### src/rtl/pfg_pkg.sv
package pfg_pkg;
  typedef enum logic [2:0] {
    ST_NORMAL = 3'd0,
    ST_PEND   = 3'd1,
    ST_PROT   = 3'd2,
    ST_BATT   = 3'd3,
    ST_RECOV  = 3'd4
  } pfg_state_e;
endpackage

### src/rtl/pfg_flag_filter.sv
module pfg_flag_filter #(
  parameter int HOLD_TICKS = 4,
  parameter bit RST_VAL    = 1'b1
) (
  input  logic clk,
  input  logic rst,
  input  logic tick,
  input  logic raw,
  output logic clean
);
  localparam int CW = $clog2(HOLD_TICKS + 1);

  logic          s1, s2;
  logic [CW-1:0] cnt;

  always_ff @(posedge clk) begin
    if (rst) begin
      s1    <= RST_VAL;
      s2    <= RST_VAL;
      clean <= RST_VAL;
      cnt   <= '0;
    end else begin
      s1 <= raw;
      s2 <= s1;
      if (s2 == clean) begin
        cnt <= '0;
      end else if (tick) begin
        if (cnt == CW'(HOLD_TICKS - 1)) begin
          clean <= s2;
          cnt   <= '0;
        end else begin
          cnt <= cnt + 1'b1;
        end
      end
    end
  end


  accept_src_chk: assert property (@(posedge clk) disable iff (rst)
    (clean != $past(clean)) |-> (clean == $past(s2)));


  hold_bound_chk: assert property (@(posedge clk) disable iff (rst)
    cnt < CW'(HOLD_TICKS));
endmodule

### src/rtl/pfg_seq.sv
module pfg_seq
  import pfg_pkg::*;
#(
  parameter int WP_TICKS = 150,
  parameter int ER_TICKS = 120000
) (
  input  logic       clk,
  input  logic       rst,
  input  logic       tick,
  input  logic       prot_f,
  input  logic       swo_f,
  input  logic       host_ce_n,
  output pfg_state_e state_q,
  output pfg_state_e state_d
);
  localparam int CMAX = (WP_TICKS > ER_TICKS) ? WP_TICKS : ER_TICKS;
  localparam int CW   = $clog2(CMAX + 1);

  logic [CW-1:0] cnt_q, cnt_d;
  logic          powered_q;

  always_comb begin
    state_d = state_q;
    cnt_d   = cnt_q;
    unique case (state_q)
      ST_NORMAL: begin
        cnt_d = '0;
        if (prot_f) state_d = host_ce_n ? ST_PROT : ST_PEND;
      end
      ST_PEND: begin
        if (host_ce_n || swo_f) begin
          state_d = ST_PROT;
        end else if (tick) begin
          if (cnt_q == CW'(WP_TICKS - 1)) state_d = ST_PROT;
          else cnt_d = cnt_q + 1'b1;
        end
      end
      ST_PROT: begin
        cnt_d = '0;
        if (swo_f) begin
          if (powered_q) state_d = ST_BATT;
        end else if (!prot_f) begin
          state_d = ST_RECOV;
        end
      end
      ST_BATT: begin
        cnt_d = '0;
        if (!swo_f) state_d = ST_PROT;
      end
      ST_RECOV: begin
        if (prot_f) begin
          state_d = ST_PROT;
          cnt_d   = '0;
        end else if (tick) begin
          if (cnt_q == CW'(ER_TICKS - 1)) state_d = ST_NORMAL;
          else cnt_d = cnt_q + 1'b1;
        end
      end
      default: begin
        state_d = ST_PROT;
        cnt_d   = '0;
      end
    endcase
  end

  always_ff @(posedge clk) begin
    if (rst) begin
      state_q   <= ST_PROT;
      cnt_q     <= '0;
      powered_q <= 1'b0;
    end else begin
      state_q   <= state_d;
      cnt_q     <= cnt_d;
      powered_q <= powered_q | ~prot_f;
    end
  end


  pend_window_chk: assert property (@(posedge clk) disable iff (rst)
    (state_q == ST_PEND) |-> (cnt_q < CW'(WP_TICKS)));


  refail_chk: assert property (@(posedge clk) disable iff (rst)
    (state_q == ST_RECOV && prot_f) |=> (state_q == ST_PROT));


  resume_path_chk: assert property (@(posedge clk) disable iff (rst)
    (state_q == ST_NORMAL && $past(state_q) != ST_NORMAL) |-> ($past(state_q) == ST_RECOV));


  iso_chk: assert property (@(posedge clk) disable iff (rst)
    (state_q == ST_BATT) |-> powered_q);
endmodule

### src/rtl/pfg_gate.sv
module pfg_gate
  import pfg_pkg::*;
(
  input  logic       clk,
  input  logic       rst,
  input  pfg_state_e state_d,
  input  logic       host_ce_n,
  input  logic       host_we_n,
  input  logic       host_oe_n,
  output logic       mem_ce_n,
  output logic       mem_we_n,
  output logic       mem_oe_n,
  output logic       bat_sel
);
  logic pass;
  assign pass = (state_d == ST_NORMAL) || (state_d == ST_PEND);

  always_ff @(posedge clk) begin
    if (rst) begin
      mem_ce_n <= 1'b1;
      mem_we_n <= 1'b1;
      mem_oe_n <= 1'b1;
      bat_sel  <= 1'b0;
    end else begin
      mem_ce_n <= pass ? host_ce_n : 1'b1;
      mem_we_n <= pass ? host_we_n : 1'b1;
      mem_oe_n <= pass ? host_oe_n : 1'b1;
      bat_sel  <= (state_d == ST_BATT);
    end
  end


  bat_quiet_chk: assert property (@(posedge clk) disable iff (rst)
    bat_sel |-> (mem_ce_n && mem_we_n && mem_oe_n));
endmodule

### src/rtl/pfail_guard.sv
module pfail_guard
  import pfg_pkg::*;
#(
  parameter int FILT_TICKS = 4,
  parameter int WP_TICKS   = 150,
  parameter int ER_TICKS   = 120000
) (
  input  logic       clk,
  input  logic       rst,
  input  logic       tick,
  input  logic       vdd_below_prot,
  input  logic       vdd_below_swo,
  input  logic       host_ce_n,
  input  logic       host_we_n,
  input  logic       host_oe_n,
  output logic       mem_ce_n,
  output logic       mem_we_n,
  output logic       mem_oe_n,
  output logic       bat_sel,
  output logic [2:0] state_code
);
  localparam int NFLAG = 2;

  logic [NFLAG-1:0] raw_flags, clean_flags;
  pfg_state_e       state_q, state_d;

  assign raw_flags = {vdd_below_swo, vdd_below_prot};

  for (genvar g = 0; g < NFLAG; g++) begin : g_filt
    pfg_flag_filter #(.HOLD_TICKS(FILT_TICKS), .RST_VAL(1'b1)) u_filt (
      .clk  (clk),
      .rst  (rst),
      .tick (tick),
      .raw  (raw_flags[g]),
      .clean(clean_flags[g])
    );
  end

  pfg_seq #(.WP_TICKS(WP_TICKS), .ER_TICKS(ER_TICKS)) u_seq (
    .clk      (clk),
    .rst      (rst),
    .tick     (tick),
    .prot_f   (clean_flags[0]),
    .swo_f    (clean_flags[1]),
    .host_ce_n(host_ce_n),
    .state_q  (state_q),
    .state_d  (state_d)
  );

  pfg_gate u_gate (
    .clk      (clk),
    .rst      (rst),
    .state_d  (state_d),
    .host_ce_n(host_ce_n),
    .host_we_n(host_we_n),
    .host_oe_n(host_oe_n),
    .mem_ce_n (mem_ce_n),
    .mem_we_n (mem_we_n),
    .mem_oe_n (mem_oe_n),
    .bat_sel  (bat_sel)
  );

  assign state_code = state_q;


  blocked_chk: assert property (@(posedge clk) disable iff (rst)
    (state_code == 3'd2 || state_code == 3'd3 || state_code == 3'd4)
      |-> (mem_ce_n && mem_we_n && mem_oe_n));


  code_range_chk: assert property (@(posedge clk) disable iff (rst)
    state_code <= 3'd4);
endmodule

### config.mk
export PLATFORM = sky130hd
export DESIGN_NAME = pfail_guard
export DESIGN_NICKNAME = d
export VERILOG_FILES = /design/src/rtl/pfg_pkg.sv /design/src/rtl/pfg_flag_filter.sv /design/src/rtl/pfg_seq.sv /design/src/rtl/pfg_gate.sv /design/src/rtl/pfail_guard.sv
export SDC_FILE = /design/constraint.sdc
export NUM_CORES = 1
export LEC_CHECK = 0
export CAP_MARGIN = 20
export CORE_MARGIN = 3
export CORE_UTILIZATION = 57
export DETAILED_ROUTE_END_ITERATION = 7
export HOLD_SLACK_MARGIN = 0.08
export PLACE_DENSITY_LB_ADDON = 0.3
export SYNTH_ARGS = -nofsm -noshare
export SYNTH_HDL_FRONTEND = slang
export SYNTH_SLANG_ARGS = --single-unit
### constraint.sdc
create_clock -name clk -period 2.1 [get_ports clk]
set_input_delay 0.42 -clock clk [delete_from_list [all_inputs] [get_ports clk]]
set_output_delay 0.42 -clock clk [all_outputs]
set_load 0.01 [all_outputs]
==> results of run 1 <==
through the flow:
stage	std cells	hold slack, ps	utilization (%)	instance area [sq um]	setup TNS, ps
final	291	427	71.8	2240	0
after global routing	291	435	71.8	2240	0
after CTS	291	432	71.6	2240	0
after detailed placement	285	402	70.2	2200	-1170
after global placement	285	398	70.2	2200	-437
after floorplan	218	389	-	1920	0
critical path, cell delays in order (launching register included):
cell	delay [ps]
dfxtp_1	480
buf_4	210
clkdlybuf4s50_1	540
sequential cells by signal, indices dropped and copies added (netlist names), 2 cells and up:
signal / cells
g_filt.u_filt.s1: 2
u_seq.cnt_q: 17
g_filt.u_filt.s2: 2
u_seq.state_q: 3
g_filt.u_filt.cnt: 6
g_filt.u_filt.clean: 2
synthesized netlist by cell type, drive strengths merged (5+ instances only):
cell    count
or3         7
nand3       9
o21ai       5
inv         8
dfxtp      37
buf         8
mux2i       8
nand2      20
nor2       21
a21oi      12
nand2b      8
a31oi       7
layer usage:
metal | vias to the layer above | track usage [%]
met1 | 773 | 27.9
li1 | 848 | -
met3 | 14 | 6.50
met4 | 0 | 10.2
met5 | - | 0
met2 | 56 | 35.7
kinds of logic (layout without fill, tap and decap cells):
kind of cell | after synthesis | count (layout) | share of synthesized area (%)
flip-flops | 37 | 37 | 38.6
AND/OR/NAND/NOR | 101 | 101 | 30.3
adder cells (fa/ha/maj) | 4 | 4 | 2.61
multiplexers | 9 | 9 | 4.77
XOR/XNOR | 2 | 2 | 0.914
AO/OA/AOI/OAI | 45 | 45 | 17.4
buffers and inverters | 20 | 49 | 5.35
power groups by stage:
stage	registers, uW	logic, uW	clock network (uW)
6_report	708	40.2	331
5_1_grt	709	43.9	374
3_3_place_gp	724	37.6	0
2_1_floorplan	723	18.6	0
3_5_place_dp	724	40.1	0
4_1_cts	708	40.1	341
worst paths after layout:
kind | start | end | slack (ps) | cells after the start
max | u_seq.state_q[1] | state_code[1] | 100 | 2
min | g_filt[1].u_filt.s1 | g_filt[1].u_filt.s2 | 430 | 1
max reg2reg | u_seq.state_q[1] | u_seq.cnt_q[8] | 140 | 7
min reg2reg | g_filt[1].u_filt.s1 | g_filt[1].u_filt.s2 | 430 | 1
what timing repair did:
action,4_1_cts,5_1_grt
resized for setup,0,1
hold endpoints to repair,0,0
endpoints found under the setup margin,0,5
layout make-up:
cell class	instances	area (sq um)
repair buffers	35	298
multi-input cells	161	1080
well taps	44	55.1
clock inverters	1	5.00
clock buffers	5	37.5
fillers	256	883
flip-flops and latches	37	741
inverters	8	30.0
==> flow_metrics.py, run 1 <==
metrics = {
    "sta": {
        "max-slew-margin-rel_pct": 70.8,
        "post-route-period-util_pct": 95.1,
        "hold_violations": 0,
        "worst_pin_slew_ps": 434,
        "timing.final.ws_setup_ps": 103,
        "rsz0062_at_grt": "false",
        "fin_crit_ps": 2000,
        "setup-violations-final": 0,
        "maxClockFrequency_mhz": 501,
        "slew_viol_final": 0,
        "fin_skew_ps": 4.82,
    },
    "floorplan": {
        "core_area_sq_mm": 0.00313,
        "die-area_sq_mm": 0.00409,
        "io_pins": 15,
        "die_height_microns": 64.0,
        "fp.dieW_microns": 64.0,
        "start_util_pct": 61.3,
        "rows": 20,
    },
    "routing": {
        "drt_iter0_drc": 140,
        "drc": 0,
        "vias_per_cell": 5.81,
        "met2WireLength_microns": 2000,
        "wl_per_cell_microns": 14.0,
        "drtPass1Iterations": 4,
        "wirelength_microns": 4080,
        "vias": 1691,
        "top_layer": "met4",
        "met1_length_microns": 1750,
        "ant_nets": 0,
        "met3_length_microns": 254,
    },
    "final_layout": {
        "diodes": 0,
        "nets": 260,
        "syn2layout_area_growth_pct": 17.1,
        "layout_commonest_cell": "dfxtp_1",
        "drive_gt1_share_pct": 19.4,
        "most-common-layout-cells": "37 x dfxtp_1, 21 x nor2_1, 21 x buf_4",
    },
    "critical_path": {
        "critPathLaunchType": "flop",
        "crit_type": "flop to output pin",
        "worstSetupEndpointType": "output pin",
        "cp.required_ps": 1680,
        "crit_fanout": 9,
        "critical_path_arrival_ps": 1580,
    },
    "power": {
        "pwr-share-clk_pct": 30.7,
        "vdd_drop_max_mv": 0.330,
        "swShare_pct": 21.6,
        "p_total_uw": 1080,
        "switchingPower_uw": 233,
        "comb_power_share_pct": 3.7,
        "p_seq_share_pct": 65.6,
        "p_leak_uw": 0.000846,
        "internal_power_uw": 846,
        "power_density_mw_per_mm2": 481,
    },
    "grt": {
        "grt_pass1_vias": 1589,
        "grt_start_max_net_pins": 17,
        "antenna_found_initial": 0,
        "grt_first_pass_wirelength_microns": 7240,
        "grt-ovfl-total": 0,
        "track_usage_pct": 22.4,
    },
    "place": {
        "port_buffers": 14,
        "pre_cts_ws_ps": -197,
        "hpwl_microns": 3040,
        "gp_congestion": 0.879,
    },
    "synth": {
        "ys_warn_count": 0,
        "synth_area_leaders": "dfxtp_1 39%, mux2i_1 4.2%, nor2_1 4.1%, nand2_1 3.7%, ha_1 2.6%",
        "synth-seq-cells": 37,
        "netlist.area_leader.share_pct": 38.6,
        "async_reset_ff_share_pct": 0,
        "syn_area_sq_mm": 0.00192,
        "netlist_instances": 218,
        "yosys.area.top_type": "dfxtp_1",
        "syn-num-nets": 230,
        "ys_seq_area_share_pct": 38.6,
        "synthDistinctLibCells": 54,
        "synth-edff-count": 0,
        "synthFlopType": "dfxtp_1",
        "syn_area_per_cell_sq_um": 8.79,
    },
    "clock_network": {
        "cts_buffer_depth": 2,
        "tritoncts": "built",
        "root_buffer": "clkbuf_4",
        "clock_latency_ps": 340,
        "htreeDepth": 2,
        "path_clk_slew_ps": 100,
        "cts_sinks": 37,
        "cts_setup_buffers": 0,
        "cts_buffers": 5,
        "holdBufCountCts": 0,
    },
    "run_status": {
        "status": "finished, final reports clean",
    },
    "flow_run": {
        "drv_cap": 0,
    },
    "hold_path": {
        "hold_class": "flop to flop",
    },
}
(Power assumes the default switching activity.)
==> run 2: changes to the inputs <==
==> constraint.sdc (replaced) <==
create_clock -name clk -period 2.2 [get_ports clk]
set_input_delay 0.44 -clock clk [delete_from_list [all_inputs] [get_ports clk]]
set_output_delay 0.44 -clock clk [all_outputs]
set_load 0.01 [all_outputs]
==> flow_metrics.py, run 2 (synthesis results as in run 1) <==
metrics = {
    "clock_network": {
        "clock_latency_ps": 360,
        "cts_sinks": 37,
        "cts_buffer_depth": 2,
        "path_clk_slew_ps": 100,
        "cts_setup_buffers": 0,
        "htreeDepth": 2,
        "cts.repair.resized": 0,
        "cts_buffers": 5,
        "tritoncts": "built",
        "holdBufCountCts": 0,
        "root_buffer": "clkbuf_4",
    },
    "critical_path": {
        "crit_type": "flop to flop",
        "critical_path_arrival_ps": 2370,
        "reg2reg_from": "u_seq.cnt_q[0]",
        "worstSetupEndpointType": "flop",
        "reg2reg_slack_ps": 120,
        "cp.required_ps": 2480,
        "rr_endpoint": "u_seq.cnt_q[13]",
        "crit_fanout": 14,
        "critPathLaunchType": "flop",
        "ff2ff_path_depth": 8,
    },
    "routing": {
        "top_layer": "met4",
        "met3_length_microns": 208,
        "wl_per_cell_microns": 14.9,
        "met1_length_microns": 1890,
        "vias_per_cell": 6.05,
        "met2WireLength_microns": 2100,
        "drt_iter0_drc": 107,
        "wirelength_microns": 4310,
        "drc": 0,
        "vias": 1742,
        "drtPass1Iterations": 4,
        "ant_nets": 0,
    },
    "sta": {
        "max-slew-margin-rel_pct": 65.3,
        "fin_crit_ps": 2080,
        "maxClockFrequency_mhz": 480,
        "post-route-period-util_pct": 94.7,
        "tns_ps": 0,
        "rsz0062_at_grt": "false",
        "fin_skew_ps": 12.3,
        "setup-violations-final": 0,
        "hold_violations": 0,
        "slew_viol_final": 0,
        "worst_pin_slew_ps": 516,
    },
    "final_layout": {
        "top_register": "u_seq.cnt_q",
        "fill_cells": 250,
        "largest_reg_flops": 17,
        "biggestRegsByFlops": "u_seq.cnt_q x17, g_filt.u_filt.cnt x6, u_seq.state_q x3",
        "diodes": 0,
        "nets": 255,
        "syn2layout_area_growth_pct": 15.9,
        "layout_commonest_cell": "dfxtp_1",
        "utilization_pct": 71.0,
        "drive_gt1_share_pct": 18.4,
        "most-common-layout-cells": "37 x dfxtp_1, 21 x nor2_1, 19 x nand2_1",
    },
    "place": {
        "hpwl_microns": 3190,
        "port_buffers": 14,
        "gp_congestion": 0.822,
    },
    "flow_run": {
        "drv_cap": 0,
    },
    "grt": {
        "grt_first_pass_wirelength_microns": 7400,
        "grt_start_max_net_pins": 16,
        "grt-ovfl-total": 0,
        "grt_pass1_vias": 1669,
        "track_usage_pct": 23.1,
        "antenna_found_initial": 0,
    },
    "power": {
        "p_leak_uw": 0.000826,
        "p_total_uw": 1060,
        "power_density_mw_per_mm2": 478,
        "vdd_drop_max_mv": 0.305,
    },
    "floorplan": {
        "start_util_pct": 61.3,
        "core_area_sq_mm": 0.00313,
        "die-area_sq_mm": 0.00409,
        "die_height_microns": 64.0,
        "rows": 20,
        "io_pins": 15,
        "fp.dieW_microns": 64.0,
    },
    "hold_path": {
        "hold_start": "g_filt[1].u_filt.s1",
        "min_to": "g_filt[1].u_filt.s2",
        "hold_class": "flop to flop",
        "min_path_cells": 1,
    },
    "run_status": {
        "status": "finished, final reports clean",
    },
}
[run 2: cell types whose count changed in the layout (fill, tap and decap cells not counted), sizes merged]
cell | before | now
clkbuf | 5 | 6
clkinv | 1 | 2
buf | 21 | 16
[run 2: per-stage QoR]
step           instance area, sq um  setup slack, ps  std cells  hold slack (ps)
2_1_floorplan                  1920              359        218              389
3_3_place_gp                   2160            -41.7        280              398
3_5_place_dp                   2160             -108        280              406
4_1_cts                        2210             78.3        288              429
5_1_grt                        2220             41.1        288              439
6_report                       2220              117        288              424
[run 2: worst max path at each step]
| stage | start | to | cells past startpoint |
|---|---|---|---|
| finish | u_seq.cnt_q[0] | u_seq.cnt_q[13] | 8 |
| global route | u_seq.cnt_q[0] | u_gate.mem_ce_n | 7 |
| CTS | u_seq.cnt_q[0] | u_gate.mem_we_n | 7 |
| detailed placement | tick | u_seq.cnt_q[7] | 6 |
| global placement | tick | u_seq.cnt_q[7] | 6 |
| floorplan | u_seq.state_q[2] | u_seq.cnt_q[12] | 6 |
[run 2: power breakdown]
part | switching (uW) | internal (uW)
registers | 2.18 | 674
logic | 15.5 | 23.4
clock network | 225 | 122
[run 2: layout make-up]
class                           instances  area [sq um]  share of cell area, %
Inverter                                8          30.0                   1.35
Sequential cell                        37           741                   33.3
Tap cell                               44          55.1                   2.48
Clock inverter                          2          10.0                  0.450
Multi-Input combinational cell        161          1080                   48.8
Clock buffer                            6          41.3                   1.86
Timing Repair Buffer                   30           260                   11.7
[run 2: worst max-delay path, stage by stage, from the launching register on]
cell and delay, ps:
dfxtp_1 450, ha_1 280, nand2_1 110, nor4_1 410, buf_4 210, a21oi_2 40, buf_4 200, nand4_1 120
mux2i_1 200
[run 2: routing by layer]
layer / vias to the layer above / GRT usage, %
met2: 53 / 38.8
met1: 831 / 26.8
met4: 0 / 11.1
met3: 14 / 6.50
met5: - / 0
li1: 844 / -
==> run 3: changes to the inputs <==
--- a/config.mk
+++ b/config.mk
@@ -8,6 +8,7 @@
 export CAP_MARGIN = 20
 export CORE_MARGIN = 3
 export CORE_UTILIZATION = 57
+export CTS_CLUSTER_SIZE = 16
 export DETAILED_ROUTE_END_ITERATION = 7
 export HOLD_SLACK_MARGIN = 0.08
 export PLACE_DENSITY_LB_ADDON = 0.3
==> results of run 3 <==
No change in the layout: final DEF, timing and power equal those of run 2.
